### src/rtl/adc_avg_pkg.sv
package adc_avg_pkg;

  // Strobes from the control sequencer to the datapath
  typedef struct packed {
    logic sample;   // capture channel code and mode pin
    logic accept;   // converter result present this cycle
    logic commit;   // place the pending result on the output
  } ctlStrobes_t;

  typedef enum logic [1:0] {
    S_SAMPLE = 2'd0,
    S_LAUNCH = 2'd1,
    S_WAIT   = 2'd2,
    S_DROP   = 2'd3
  } seqState_t;

endpackage

### src/rtl/adc_avg_ctrl.sv
module adc_avg_ctrl
  import adc_avg_pkg::*;
(
  input  logic        clk,
  input  logic        rstN,
  input  logic        adcDone,
  input  logic        needPublish,
  output logic        adcStart,
  output ctlStrobes_t strobes
);

  seqState_t state, stateNext;

  always_ff @(posedge clk or negedge rstN) begin
    if (!rstN) state <= S_SAMPLE;
    else       state <= stateNext;
  end

  always_comb begin
    stateNext = state;
    unique case (state)
      S_SAMPLE: stateNext = S_LAUNCH;
      S_LAUNCH: stateNext = S_WAIT;
      S_WAIT:   if (adcDone) stateNext = needPublish ? S_DROP : S_SAMPLE;
      S_DROP:   stateNext = S_SAMPLE;
      default:  stateNext = S_SAMPLE;
    endcase
  end

  assign adcStart       = (state == S_LAUNCH);
  assign strobes.sample = (state == S_SAMPLE);
  assign strobes.accept = (state == S_WAIT) && adcDone;
  assign strobes.commit = (state == S_DROP);


  start_single_chk: assert property (@(posedge clk) disable iff (!rstN)
    adcStart |=> !adcStart);


  start_after_done_chk: assert property (@(posedge clk) disable iff (!rstN)
    (state == S_WAIT && !adcDone) |=> !adcStart);

endmodule

### src/rtl/adc_avg_dpath.sv
module adc_avg_dpath
  import adc_avg_pkg::*;
#(
  parameter int DATA_W   = 8,
  parameter int CHAN_W   = 3,
  parameter int AVG_LOG2 = 2
) (
  input  logic              clk,
  input  logic              rstN,
  input  ctlStrobes_t       strobes,
  input  logic [CHAN_W-1:0] chanSel,
  input  logic              avgMode,
  input  logic [DATA_W-1:0] adcData,
  output logic [CHAN_W-1:0] adcChan,
  output logic              needPublish,
  output logic [DATA_W-1:0] dataOut,
  output logic              dataValid
);

  localparam int AVG_N = 1 << AVG_LOG2;
  localparam int SUM_W = DATA_W + AVG_LOG2;
  localparam int CNT_W = (AVG_LOG2 > 0) ? AVG_LOG2 : 1;

  logic [CHAN_W-1:0] chanReg;
  logic              groupMode;
  logic [CNT_W-1:0]  cnt;
  logic [SUM_W-1:0]  sum;
  logic [SUM_W-1:0]  total;
  logic [DATA_W-1:0] pending;
  logic              groupLast;

  assign total       = sum + SUM_W'(adcData);
  assign groupLast   = (cnt == CNT_W'(AVG_N - 1));
  assign needPublish = !groupMode || groupLast;
  assign adcChan     = chanReg;

  always_ff @(posedge clk or negedge rstN) begin
    if (!rstN) begin
      chanReg   <= '0;
      groupMode <= 1'b0;
      cnt       <= '0;
      sum       <= '0;
      pending   <= '0;
      dataOut   <= '0;
      dataValid <= 1'b0;
    end else begin
      if (strobes.sample) begin
        chanReg <= chanSel;
        if (avgMode != groupMode) begin
          groupMode <= avgMode;
          cnt       <= '0;
          sum       <= '0;
        end
      end
      if (strobes.accept) begin
        if (!groupMode) begin
          pending   <= adcData;
          dataValid <= 1'b0;
        end else if (groupLast) begin
          pending   <= DATA_W'(total >> AVG_LOG2);
          sum       <= '0;
          cnt       <= '0;
          dataValid <= 1'b0;
        end else begin
          sum <= total;
          cnt <= cnt + 1'b1;
        end
      end
      if (strobes.commit) begin
        dataOut   <= pending;
        dataValid <= 1'b1;
      end
    end
  end


  out_stable_chk: assert property (@(posedge clk) disable iff (!rstN)
    (dataValid && $past(dataValid)) |-> $stable(dataOut));


  valid_drop_chk: assert property (@(posedge clk) disable iff (!rstN)
    !$stable(dataOut) |-> !$past(dataValid));


  group_clear_chk: assert property (@(posedge clk) disable iff (!rstN)
    (strobes.sample && (avgMode != groupMode)) |=> (cnt == '0));


  group_wrap_chk: assert property (@(posedge clk) disable iff (!rstN)
    (strobes.accept && groupMode && groupLast) |=> (cnt == '0 && !dataValid));


  chan_hold_chk: assert property (@(posedge clk) disable iff (!rstN)
    !strobes.sample |=> $stable(adcChan));

endmodule

### src/rtl/adc_avg_sampler.sv
module adc_avg_sampler
  import adc_avg_pkg::*;
#(
  parameter int DATA_W   = 8,
  parameter int CHAN_W   = 3,
  parameter int AVG_LOG2 = 2
) (
  input  logic              clk,
  input  logic              rstN,
  input  logic [CHAN_W-1:0] chanSel,
  input  logic              avgMode,
  output logic              adcStart,
  output logic [CHAN_W-1:0] adcChan,
  input  logic              adcDone,
  input  logic [DATA_W-1:0] adcData,
  output logic [DATA_W-1:0] dataOut,
  output logic              dataValid
);

  ctlStrobes_t strobes;
  logic        needPublish;

  adc_avg_ctrl u_ctrl (
    .clk        (clk),
    .rstN       (rstN),
    .adcDone    (adcDone),
    .needPublish(needPublish),
    .adcStart   (adcStart),
    .strobes    (strobes)
  );

  adc_avg_dpath #(
    .DATA_W  (DATA_W),
    .CHAN_W  (CHAN_W),
    .AVG_LOG2(AVG_LOG2)
  ) u_dpath (
    .clk        (clk),
    .rstN       (rstN),
    .strobes    (strobes),
    .chanSel    (chanSel),
    .avgMode    (avgMode),
    .adcData    (adcData),
    .adcChan    (adcChan),
    .needPublish(needPublish),
    .dataOut    (dataOut),
    .dataValid  (dataValid)
  );


  reset_quiet_chk: assert property (@(posedge clk)
    !rstN |-> (!dataValid && !adcStart && dataOut == '0));

endmodule

### config.mk
export PLATFORM = sky130hd
export DESIGN_NAME = adc_avg_sampler
export DESIGN_NICKNAME = d
export VERILOG_FILES = /design/src/rtl/adc_avg_pkg.sv /design/src/rtl/adc_avg_ctrl.sv /design/src/rtl/adc_avg_dpath.sv /design/src/rtl/adc_avg_sampler.sv
export SDC_FILE = /design/constraint.sdc
export NUM_CORES = 1
export LEC_CHECK = 0
export BUFFER_PORTS_ARGS = -buffer_cell sky130_fd_sc_hd__buf_4
export CORE_MARGIN = 3
export CORE_UTILIZATION = 50
export CTS_CLUSTER_SIZE = 20
export DETAILED_ROUTE_END_ITERATION = 8
export GPL_TIMING_DRIVEN = 0
export PLACE_DENSITY = 0.71
export SLEW_MARGIN = 15
export SYNTH_ARGS = -nofsm -noshare
export SYNTH_HDL_FRONTEND = slang
export SYNTH_SLANG_ARGS = --single-unit
### constraint.sdc
create_clock -name clk -period 5.8 [get_ports clk]
set_clock_uncertainty 0.05 [all_clocks]
set_input_delay 0.58 -clock clk [delete_from_list [all_inputs] [get_ports clk]]
set_output_delay 0.58 -clock clk [all_outputs]
set_load 0.01 [all_outputs]
After elaboration in Yosys (flattened, before gate mapping)

Cells that the tools add are included.

Register bits after elaboration: 35
Bits in latches: 0
RAM bits: 0
Memory bits (read-only): 0
Bits of input ports: 15
Output and inout bits: 13
Memories kept: 0

Add/sub/neg operators: 2
Multiply operators: 0
Divide/modulo/power cells: 0
Magnitude comparators: 0
Equal/unequal tests: 8
Shift operators: 0
Mux-type cells: 19
Bitwise gates (word level): 0
Reductions and logical operators: 8

Operator list:

| cell                                                                   | number |
|---|---|
| 10-bit 2-to-1 mux                                                      | 5 |
| 8-bit 2-to-1 mux                                                       | 2 |
| 2-bit 2-to-1 mux                                                       | 7 |
| 10-bit by 8-bit adder with 10-bit output                               | 1 |
| 2-bit one-hot mux with 4 select lines                                  | 1 |
| 2-bit equality test (second input constant)                            | 3 |
| 2-bit AND reduction                                                    | 3 |
| 1-bit 2-to-1 mux                                                       | 4 |
| 2-bit inequality test (second input constant)                          | 2 |
| 3-bit inequality test (second input constant)                          | 1 |
| 2-bit by 1-bit adder with 2-bit output (second input constant)         | 1 |
| 2-bit by 1-bit equality test with 1-bit output (second input constant) | 1 |
| 2-bit logical NOT                                                      | 1 |
| 2-bit nonzero test                                                     | 1 |
| 1-bit logical AND                                                      | 1 |
| 1-bit logical NOT                                                      | 1 |
| 1-bit logical OR                                                       | 1 |
| 1-bit inequality test                                                  | 1 |

Longest topological paths before layout

Depth in word-level cells: 5
Depth in mapped cells: 7
Mapped depth without buffers: 7

Hierarchy

A second synthesis with hierarchy kept.

Cell total of the unflattened synthesis: 168
Area, all modules: 1861.8 um^2

By module, submodules not included:

| module        | instances | cells an instance | area each (um^2) |
|---|---|---|---|
| adc_avg_dpath | 1         | 157               | 1760.4 |
| adc_avg_ctrl  | 1         | 11                | 101.3 |

Worst setup path before layout

Ideal clock, no wire load.

Path type: input to register
Start point: input port adcData[0]
End point: register u_dpath.pending[6]
Data arrival time: 2052 ps
Required time: 5625 ps
Slack: 3572 ps
Stages on the path: 7
Path buffers: 0
Cells stage by stage: ha_1 > fa_1 > a211oi_1 > nor2_1 > a221oi_2 > or4_1 > nand3_1

Word-level cells in the longest chain between the ends: 3

Ends and longest elaborated chain:

| what                                     | line                  | source |
|---|---|---|
| start: declaration                       | adc_avg_sampler.sv:15 | `input logic [DATA_W-1:0] adcData,` |
| 10-bit by 8-bit adder with 10-bit output | adc_avg_dpath.sv:32   | `assign total = sum + SUM_W'(adcData);` |
| 8-bit 2-to-1 mux                         | adc_avg_dpath.sv:59   | `end else if (groupLast) begin` |
| 8-bit 2-to-1 mux                         | adc_avg_dpath.sv:56   | `if (!groupMode) begin` |
| end signal: assignment                   | adc_avg_dpath.sv:57   | `pending <= adcData;` |
| end signal: assignment                   | adc_avg_dpath.sv:60   | `pending <= DATA_W'(total >> AVG_LOG2);` |
| end: declaration                         | adc_avg_dpath.sv:29   | `logic [DATA_W-1:0] pending;` |

Every way passes these cells. The select of a mux whose other input is x is not followed.
A chain may end at the register's enable or synchronous reset.

Worst setup path after layout

Same ends and word-level chain as after synthesis.

==> results_dict.tcl <==
set metrics [dict create \
    yosysWarningCount 0 \
    drc 0 \
    period_minus_slack_ps 2260 \
    critPathRequiredTime_ps 5920 \
    synth_top_family_by_area "compound AO/OA/AOI/OAI gates" \
    cap_violations 0 \
    cts_tree "yes" \
    first_iter_violations 53 \
    synthArstFlopShare_pct 100 \
    cts_setup_buffers 0 \
    dr.pass1.iters 4 \
    critPathLaunchType "input port" \
    arrival_ps 2380 \
    synth-xor-area-share_pct 2.37 \
    antennaDiodeCount 0 \
    wl_met2_um 2060 \
    clk_pin_slew_worst_paths_ps 60 \
    ff2ff_path_depth 7 \
    grt_max_degree 36 \
    wl_per_cell_um 15.8 \
    cts_buffer_depth 2 \
    synthAdderAreaFrac_pct 7.17 \
    min-delay-path-class "input port to async pin" \
    ios 28 \
    r2r_setup_slack_ps 3560 \
    totalWireLength_um 4050 \
    first_global_vias 1470 \
    synth_flop_cell "dfrtp_1" \
    clock_latency_ps 280 \
    crit_type "input port to flip-flop" \
    viasPerCell 5.70 \
    synth_nets 200 \
    synth.avg_cell_area_um2 10.6 \
    worstMarginPinSlew_ps 537 \
    max_freq_ghz 0.442 \
    dr_wl_met3_um 222 \
    tns_ps 0 \
    peakVddDrop_mv 0.300 \
    grt_pass1_wl_um 6780 \
    ant_nets 0 \
    cts_hold_buf 0 \
    synth_seq_cells 35 \
    numCtsBuffers 5 \
    critPathCaptureType "flip-flop" \
    cts-resized-gates 0 \
    status "finished, final reports clean" \
    wl_met1_um 1670 \
    rr_startpoint "u_dpath.sum[0]" \
    cts_max_level 2 \
    nNetsFinal 234 \
    synth_top_area_cell "dfrtp_1" \
    drv_slew 0 \
    synth-simple-area-share_pct 13.0 \
    critPathMaxFanout 4 \
    fp.dieW_um 66.8 \
    p_leak_nw 1.08 \
    synth-edff-count 0 \
    synthCells 175 \
    layout-drive-gt1-share_pct 28.1 \
    synthDistinctLibCells 36 \
    final_cells 256 \
    yosys.area.top_type_share_pct 47.3 \
    finalSetupViolations 0 \
    fin_crit_sh_pct 39.0 \
    synth_mux_area_share_pct 10.5 \
    max_slew_margin_pct 64.2 \
    root_buffer "clkbuf_8" \
    row_count 21 \
    antenna_found_initial 0 \
    ys_seq_area_share_pct 47.3 \
    initial_core_util_pct 53.8 \
    rr_endpoint "u_dpath.pending[6]" \
    gp_congestion 0.833 \
    dp_hpwl_um 3060 \
    place_inst 248 \
    rsz0062_at_grt "false" \
    core-area_um2 3440 \
    synth_compound_area_share_pct 16.6 \
    finalHoldViolCount 0 \
    syn-cell-area_um2 1850 \
    die_area_um2 4470 \
    p_per_area_nw_per_um2 465 \
    highest_layer "met4" \
    clock_sinks 35 \
    gr-usage-all-layers_pct 20.9 \
    die_h_um 66.8 \
    syn2layout_area_growth_pct 19.5 \
    num_vias 1458 \
    grt-ovfl-total 0 \
    yosys-top-cells-area "dfrtp_1, mux2_2, ha_1" \
    io_buffers 27 \
]
cell usage after synthesis, types with 3 or more instances:
| master | instances |
|---|---|
| ha_1 | 9 |
| a21o_1 | 3 |
| o21bai_1 | 3 |
| mux2i_1 | 6 |
| nor3_1 | 4 |
| a21oi_1 | 13 |
| a22o_1 | 9 |
| o21ai_0 | 5 |
| mux2_2 | 12 |
| nand2_1 | 18 |
| dfrtp_1 | 35 |
| buf_2 | 6 |
| nand3_1 | 4 |
| nor2_1 | 12 |
| xor2_1 | 3 |
| nor3b_1 | 3 |
cell usage in the layout, fill, tap and decap left out, drive strengths merged, types with 6 or more instances in the layout:
cell and n:
clkbuf 9, ha 9, dfrtp 35, a21oi 15, o21ai 7, nand2 18, mux2i 6, nor2 12
a22o 9, mux2 12, buf 34
cell type report:
cell class / instances / area (µm²)
Fill cell: 277 / 1230
Multi-Input combinational cell: 128 / 918
Sequential cell: 35 / 876
Timing Repair Buffer: 27 / 203
Clock buffer: 8 / 100
Tap cell: 46 / 57.6
Buffer: 8 / 41.3
Inverter: 4 / 15.0
sequential cells by signal (all words and copies together), names as in the netlist:
| signal | count |
|---|---|
| u_dpath.adcChan | 3 |
| u_dpath.dataValid | 1 |
| u_ctrl.state | 2 |
| u_dpath.pending | 8 |
| u_dpath.sum | 10 |
| u_dpath.cnt | 2 |
| u_dpath.dataOut | 8 |
| u_dpath.groupMode | 1 |
critical path, stage by stage:
cell,delay [ps]
buf_4,110
ha_1,210
fa_1,420
a211oi_1,350
nor2_1,130
a221oi_2,350
or4_1,170
nand3_1,60
routing by layer:
metal | up-vias | track usage [%]
li1 | 698 | -
met1 | 702 | 23.4
met2 | 48 | 36.4
met3 | 10 | 5.40
met4 | 0 | 10.2
met5 | - | 0
power by group:
part	leakage (nW)	total (mW)	internal, mW	switching (mW)
combinational	0.588	0.447	0.211	0.237
sequential	0.444	0.392	0.337	0.0547
clock	0.0515	0.190	0.108	0.0813
total	1.08	1.03	0.656	0.373
worst max path at each step:
stage / start / endpoint / slack (ps) / cells past startpoint
2_1_floorplan: adcData[0] / u_dpath.pending[6] / 3570 / 7
3_3_place_gp: adcData[0] / u_dpath.pending[6] / 3290 / 8
3_5_place_dp: adcData[0] / u_dpath.sum[8] / 3270 / 8
4_1_cts: adcData[0] / u_dpath.pending[6] / 3550 / 8
5_1_grt: u_dpath.sum[0] / u_dpath.pending[4] / 3370 / 7
6_report: adcData[0] / u_dpath.pending[6] / 3540 / 8
kinds of logic after synthesis:
family,after synthesis
AND/OR/NAND/NOR,51
AO/OA/AOI/OAI,44
flip-flops,35
multiplexers,18
buffers and inverters,12
adder cells (fa/ha/maj),10
XOR/XNOR,5
per-stage QoR:
stage | hold slack [ps] | cell area [µm²] | util [%] | setup WS [ps] | power, mW
2_1_floorplan | 234 | 1850 | - | 3570 | 0.684
5_1_grt | 212 | 2210 | 64.2 | 3370 | 1.10
6_report | 181 | 2210 | 64.2 | 3540 | 1.03
4_1_cts | 198 | 2210 | 64.2 | 3550 | 1.04
3_3_place_gp | 412 | 2110 | 61.3 | 3290 | 0.821
3_5_place_dp | 423 | 2110 | 61.3 | 3270 | 0.844
Note: power is estimated with default switching activity, not from simulation.
